<file path="src/rtl/clamp_lane_pkg.sv">
package clamp_lane_pkg;
  localparam int OPC_W = 5;

  typedef enum logic [OPC_W-1:0] {
    OP_ADDH  = 5'd0,  OP_SUBH  = 5'd1,  OP_RSBH  = 5'd2,
    OP_ADDU  = 5'd3,  OP_SUBU  = 5'd4,  OP_RSBU  = 5'd5,
    OP_ADDS  = 5'd6,  OP_SUBS  = 5'd7,  OP_RSBS  = 5'd8,
    OP_ADDC  = 5'd9,  OP_SUBC  = 5'd10, OP_RSBC  = 5'd11,
    OP_ADDCI = 5'd12, OP_SUBCI = 5'd13, OP_RSBCI = 5'd14,
    OP_MADH  = 5'd15, OP_MULLO = 5'd16
  } lane_op_e;

  typedef enum logic [1:0] {SAT_NONE, SAT_HI, SAT_LO, SAT_SGN} sat_kind_e;

  typedef struct packed {
    logic      half;
    logic      sgn;
    logic      sub;
    logic      rev;
    logic      use_cin;
    logic      mad;
    logic      mul;
    sat_kind_e kind;
  } lane_ctl_t;

  // Groups of three share one layout: add, sub, reverse sub.
  function automatic lane_ctl_t decode_op(input logic [OPC_W-1:0] code);
    lane_ctl_t c;
    c      = '0;
    c.kind = SAT_HI;
    if (code < OP_MADH) begin
      c.half    = (code < OP_ADDU);
      c.sgn     = (code >= OP_ADDS) && (code < OP_ADDC);
      c.use_cin = (code >= OP_ADDCI);
      c.sub     = (code % 5'd3) != 5'd0;
      c.rev     = (code % 5'd3) == 5'd2;
      c.kind    = c.sgn ? SAT_SGN : (c.sub ? SAT_LO : SAT_HI);
    end else if (code == OP_MADH) begin
      c.half = 1'b1;
      c.mad  = 1'b1;
    end else if (code == OP_MULLO) begin
      c.mul  = 1'b1;
      c.kind = SAT_NONE;
    end
    return c;
  endfunction
endpackage

</file>
<file path="src/rtl/lane_decode.sv">
module lane_decode
  import clamp_lane_pkg::*;
(
  input  logic [OPC_W-1:0] op_code,
  output lane_ctl_t        ctl
);
  assign ctl = decode_op(op_code);
endmodule

</file>
<file path="src/rtl/lane_addsub.sv">
module lane_addsub #(
  parameter int DATA_W = 32
) (
  input  logic              half,
  input  logic              sgn,
  input  logic              sub,
  input  logic              cin,
  input  logic [DATA_W-1:0] opa,
  input  logic [DATA_W-1:0] opb,
  output logic [DATA_W-1:0] wrap,
  output logic              flag,
  output logic              sign_hint
);
  localparam int HALF_W = DATA_W / 2;
  localparam int EXT_W  = DATA_W + 1;

  function automatic logic [EXT_W-1:0] narrow(input logic [DATA_W-1:0] v, input logic h);
    return h ? EXT_W'(v[HALF_W-1:0]) : EXT_W'(v);
  endfunction

  function automatic logic [EXT_W-1:0] combine(input logic [EXT_W-1:0] a, input logic [EXT_W-1:0] b,
                                               input logic s, input logic c);
    return s ? (a - b - EXT_W'(c)) : (a + b + EXT_W'(c));
  endfunction

  function automatic logic sign_ovf(input logic am, input logic bm, input logic rm, input logic s);
    return s ? ((am != bm) && (rm != am)) : ((am == bm) && (rm != am));
  endfunction

  logic [EXT_W-1:0] ext_a, ext_b, total;
  logic             carry_u, ovf_s;

  assign ext_a     = narrow(opa, half);
  assign ext_b     = narrow(opb, half);
  assign total     = combine(ext_a, ext_b, sub, cin);
  assign carry_u   = half ? total[HALF_W] : total[DATA_W];
  assign ovf_s     = sign_ovf(opa[DATA_W-1], opb[DATA_W-1], total[DATA_W-1], sub);
  assign flag      = sgn ? ovf_s : carry_u;
  assign wrap      = half ? DATA_W'(total[HALF_W-1:0]) : total[DATA_W-1:0];
  assign sign_hint = opa[DATA_W-1];
endmodule

</file>
<file path="src/rtl/lane_mul.sv">
module lane_mul #(
  parameter int DATA_W = 32
) (
  input  logic [DATA_W-1:0]   opa,
  input  logic [DATA_W-1:0]   opb,
  input  logic [DATA_W/2-1:0] addend,
  output logic [DATA_W-1:0]   mad_wrap,
  output logic                mad_flag,
  output logic [DATA_W-1:0]   lo_wrap,
  output logic                lo_flag
);
  localparam int HALF_W = DATA_W / 2;
  localparam int MAD_W  = 2 * HALF_W + 1;
  localparam int PRD_W  = 2 * DATA_W;

  function automatic logic [MAD_W-1:0] mad_full(input logic [HALF_W-1:0] a, input logic [HALF_W-1:0] b,
                                                input logic [HALF_W-1:0] c);
    return MAD_W'(a) * MAD_W'(b) + MAD_W'(c);
  endfunction

  function automatic logic [PRD_W-1:0] mul_full(input logic [DATA_W-1:0] a, input logic [DATA_W-1:0] b);
    return PRD_W'(a) * PRD_W'(b);
  endfunction

  logic [MAD_W-1:0] mad_v;
  logic [PRD_W-1:0] prod_v;

  assign mad_v    = mad_full(opa[HALF_W-1:0], opb[HALF_W-1:0], addend);
  assign mad_flag = |mad_v[MAD_W-1:HALF_W];
  assign mad_wrap = DATA_W'(mad_v[HALF_W-1:0]);

  assign prod_v   = mul_full(opa, opb);
  assign lo_flag  = |prod_v[PRD_W-1:DATA_W];
  assign lo_wrap  = prod_v[DATA_W-1:0];
endmodule

</file>
<file path="src/rtl/lane_clamp.sv">
module lane_clamp
  import clamp_lane_pkg::*;
#(
  parameter int DATA_W = 32
) (
  input  logic              clamp_en,
  input  sat_kind_e         kind,
  input  logic              half,
  input  logic              sign_hint,
  input  logic              flag,
  input  logic [DATA_W-1:0] wrap,
  output logic [DATA_W-1:0] res,
  output logic              sat_apply
);
  localparam int HALF_W = DATA_W / 2;

  logic [DATA_W-1:0] limit;

  always_comb begin
    case (kind)
      SAT_HI:  limit = half ? DATA_W'({HALF_W{1'b1}}) : {DATA_W{1'b1}};
      SAT_SGN: limit = sign_hint ? {1'b1, {(DATA_W-1){1'b0}}} : {1'b0, {(DATA_W-1){1'b1}}};
      default: limit = '0;
    endcase
  end

  assign sat_apply = clamp_en && flag && (kind != SAT_NONE);
  assign res       = sat_apply ? limit : wrap;
endmodule

</file>
<file path="src/rtl/clamp_alu_lane.sv">
module clamp_alu_lane
  import clamp_lane_pkg::*;
#(
  parameter int DATA_W = 32
) (
  input  logic                clk,
  input  logic                rst_n,
  input  logic                in_valid,
  input  logic [4:0]          op_code,
  input  logic                clamp_en,
  input  logic [DATA_W-1:0]   src0,
  input  logic [DATA_W-1:0]   src1,
  input  logic [DATA_W/2-1:0] src2,
  input  logic                carry_in,
  output logic                out_valid,
  output logic [DATA_W-1:0]   result,
  output logic                carry_out
);
  lane_ctl_t         ctl;
  logic [DATA_W-1:0] opnd_x, opnd_y;
  logic              cin_eff;
  logic [DATA_W-1:0] add_wrap, mad_wrap, lo_wrap, sel_wrap, sat_value;
  logic              add_flag, mad_flag, lo_flag, sel_flag, sign_hint, sat_apply;

  lane_decode u_dec (.op_code(op_code), .ctl(ctl));

  // Reverse forms swap the operands before the shared adder.
  assign opnd_x  = ctl.rev ? src1 : src0;
  assign opnd_y  = ctl.rev ? src0 : src1;
  assign cin_eff = ctl.use_cin & carry_in;

  lane_addsub #(.DATA_W(DATA_W)) u_add (
    .half(ctl.half), .sgn(ctl.sgn), .sub(ctl.sub), .cin(cin_eff),
    .opa(opnd_x), .opb(opnd_y), .wrap(add_wrap), .flag(add_flag), .sign_hint(sign_hint)
  );

  lane_mul #(.DATA_W(DATA_W)) u_mul (
    .opa(src0), .opb(src1), .addend(src2),
    .mad_wrap(mad_wrap), .mad_flag(mad_flag), .lo_wrap(lo_wrap), .lo_flag(lo_flag)
  );

  assign sel_wrap = ctl.mul ? lo_wrap  : (ctl.mad ? mad_wrap : add_wrap);
  assign sel_flag = ctl.mul ? lo_flag  : (ctl.mad ? mad_flag : add_flag);

  lane_clamp #(.DATA_W(DATA_W)) u_clamp (
    .clamp_en(clamp_en), .kind(ctl.kind), .half(ctl.half), .sign_hint(sign_hint),
    .flag(sel_flag), .wrap(sel_wrap), .res(sat_value), .sat_apply(sat_apply)
  );

  always_ff @(posedge clk) begin
    if (!rst_n) begin
      out_valid <= 1'b0;
      result    <= '0;
      carry_out <= 1'b0;
    end else begin
      out_valid <= in_valid;
      if (in_valid) begin
        result    <= sat_value;
        carry_out <= sel_flag;
      end
    end
  end
endmodule

</file>
<file path="config.mk">
export PLATFORM = sky130hd
export DESIGN_NAME = clamp_alu_lane
export DESIGN_NICKNAME = d
export VERILOG_FILES = /design/src/rtl/clamp_lane_pkg.sv /design/src/rtl/lane_decode.sv /design/src/rtl/lane_addsub.sv /design/src/rtl/lane_mul.sv /design/src/rtl/lane_clamp.sv /design/src/rtl/clamp_alu_lane.sv
export SDC_FILE = /design/constraint.sdc
export NUM_CORES = 2
export LEC_CHECK = 0
export BUFFER_PORTS_ARGS = -buffer_cell sky130_fd_sc_hd__clkbuf_2
export CORE_MARGIN = 8
export CORE_UTILIZATION = 50
export CTS_CLUSTER_SIZE = 12
export DETAILED_ROUTE_END_ITERATION = 16
export MAX_ROUTING_LAYER = met4
export PLACE_DENSITY = 0.63
export SYNTH_ARGS = -nofsm -noshare
export SYNTH_HDL_FRONTEND = slang
export SYNTH_SLANG_ARGS = --single-unit
</file>
<file path="constraint.sdc">
create_clock -name clk -period 10 [get_ports clk]
set_clock_uncertainty 0.15 [all_clocks]
set_input_delay 0.5 -clock clk [delete_from_list [all_inputs] [get_ports clk]]
set_output_delay 0.5 -clock clk [all_outputs]
set_load 0.01 [all_outputs]
</file>
==> results.cfg <==
[layout]
layout-drive-gt1-share_pct = 5.52
layout.nets = 7338
syn_to_final_growth_pct = 4.55

[drt]
initialDrtViolationCount = 2316
drtPass1Iterations = 5
vias = 38300
drt_wl_total_um = 143000
drc = 0
wl_per_cell_um = 20.6
detail-route-antenna-nets = 0
drt-vias-per-instance = 5.49

[logic_synthesis]
postSynthAreaPerCell_sq_um = 8.72
synth-edff-count = 0
synthArstFlopShare_pct = 0
yosysTopAreaCell = fa_1
synth_commonest_cells = inv_1, fa_1, and2_1
yosysSeqAreaShare_pct = 1.37
ys_ff_latch = 34
yosys_warnings = 0
netlist_area_sq_mm = 0.0496
syn_nets = 7361
ys_types = 98
synthTopCellsByArea = fa_1, ha_1, inv_1
syn_inst = 5691
synth_top_cell_area_share_pct = 44.8
synthFlopType = dfxtp_1
yosysMostFrequentCell = inv_1

[place]
dp_hpwl_um = 124000
io_buffers = 123
place_congestion = 0.956

[cts]
clockBufferDepth = 2
cts.sinks = 34
cts_tree = done
root_buffer = clkbuf_16
insertion_delay_ns = 0.29
numCtsBuffers = 5
ctsHoldBuffers = 0
cts-htree-levels = 2
post_cts_buffers = 0
clkTransAtPathRegs_ns = 0.06

[worst_setup_path]
worstPathRequired_ns = 10.02
crit_family = adder cells
crit_arrival_ns = 9.64
cp-start-kind = input pin
path_class = in -> reg
slowest_delay_ns = 0.56
critPathSlowestCell = fa_1
crit_path_end_kind = flip-flop
cpMostUsedCell = fa_1
critPathMaxFanout = 21
critPathBufInv = 6

[global_route]
grt_pass1_wl_um = 233000
grt_max_degree = 35
overflow = 0
grt.total_usage_pct = 27.8
antenna_found_initial = 9
grt_pass1_vias = 42100

[sta]
final.min_clock_period_ns = 9.62
maxSlewViolCount = 0
period_share_pct = 96.2
setup_viol = 0
tightestPinTransition_ns = 1.31
tns_ns = 0
hold_viol = 0
fmax_mhz = 104
slew_headroom_pct = 12.0
rsz0062_at_grt = no

[die]
die-area_sq_mm = 0.110
fp.dieH_um = 331
die_w_um = 331
rows = 115
start_util_pct = 50.4
core_area_sq_mm = 0.0984
io_pins = 124

[min_path]
min_path_type = reg -> reg

[run_status]
status = complete, no violations

[job]
maxCapViolCount = 0
cell usage in the layout, fill, tap and decap left out, types with 13 or more instances in the layout:
master,count
ha_1,469
mux2i_1,59
dfxtp_1,34
a21oi_1,171
inv_1,1424
xor2_1,32
clkbuf_2,122
o31ai_1,13
nor3_1,35
nand3_1,35
a211oi_1,35
a31oi_1,21
xnor2_1,85
fa_1,1111
or2_2,31
nand2_1,447
nand4_1,23
a21o_1,71
nor2b_1,15
or3_1,13
buf_4,102
o21a_1,24
o21bai_1,32
o22ai_1,15
o21ai_0,110
and2_1,720
a221oi_1,15
o211ai_1,20
nand2b_1,14
nor2_1,148
through the flow:
step,util (%),setup slack (ns),cell area (sq um),std cells,hold WS [ns]
global placement,52.5,0.224,51700,6948,0.306
finish,52.7,0.377,51900,6964,0.318
detailed placement,52.5,0.140,51700,6948,0.312
CTS,52.7,0.438,51800,6956,0.325
global route,52.7,0.0151,51900,6963,0.350
floorplan,-,1.58,49600,5691,0.332
cells by family (layout without fill, tap and decap cells):
| group | count (synthesis) | in the layout | share of synthesized area (%) |
|---|---|---|---|
| XOR/XNOR | 118 | 118 | 2.11 |
| AO/OA/AOI/OAI | 658 | 658 | 9.01 |
| AND/OR/NAND/NOR | 1551 | 1551 | 16.6 |
| buffers and inverters | 1684 | 1662 | 12.9 |
| adder cells (fa/ha/maj) | 1580 | 1580 | 56.7 |
| flip-flops | 34 | 34 | 1.37 |
| multiplexers | 66 | 66 | 1.38 |
| other | 0 | 8 | 0 |
tightest hold or removal path: cells and delay by family (launching register included):
family             cells  cell delay [ns]
AOI/OAI and AO/OA      1             0.06
DFF                    1             0.32
and+or+nand+nor        1             0.06
sequential cells by signal, summed over array words and instances, names as in the netlist:
signal     count
result        32
carry_out      1
out_valid      1
repair_timing:
item	4_1_cts	5_1_grt
endpoints found under the setup margin	0	1
endpoints found under the hold margin	0	0
resized for setup	0	3
path summary, 6_finish.rpt:
| kind | start | end | slack (ns) | cells after the start |
|---|---|---|---|---|
| hold / removal | result[15] | result[15] | 0.32 | 2 |
| hold reg to reg | result[15] | result[15] | 0.32 | 2 |
| setup reg to reg | result[28] | result[28] | 9.12 | 2 |
| setup / recovery | src0[14] | carry_out | 0.38 | 29 |
final cells by class:
type                            instances  area, sq um
Clock inverter                          1         5.00
Sequential cell                        34          681
Antenna cell                            8         20.0
Multi-Input combinational cell       3973        42600
Clock buffer                            7          143
Fill cell                            9464        46500
Inverter                             1424         5350
Timing Repair Buffer                  230         1480
Tap cell                             1287         1610
per-layer routing:
| layer | wire, um | part of all wire [%] | up-vias | GRT usage, % |
|---|---|---|---|---|
| met4 | 7170 | 5.0 | 0 | 11.0 |
| li1 | - | - | 17200 | - |
| met2 | 74700 | 52 | 1064 | 49.6 |
| met1 | 55900 | 39 | 19700 | 33.2 |
| met5 | 0 | 0 | - | - |
| met3 | 5440 | 3.8 | 309 | 1.33 |
Power is not shown: default switching activity piles up to over one toggle a cycle in this logic, so the estimate is an artifact.
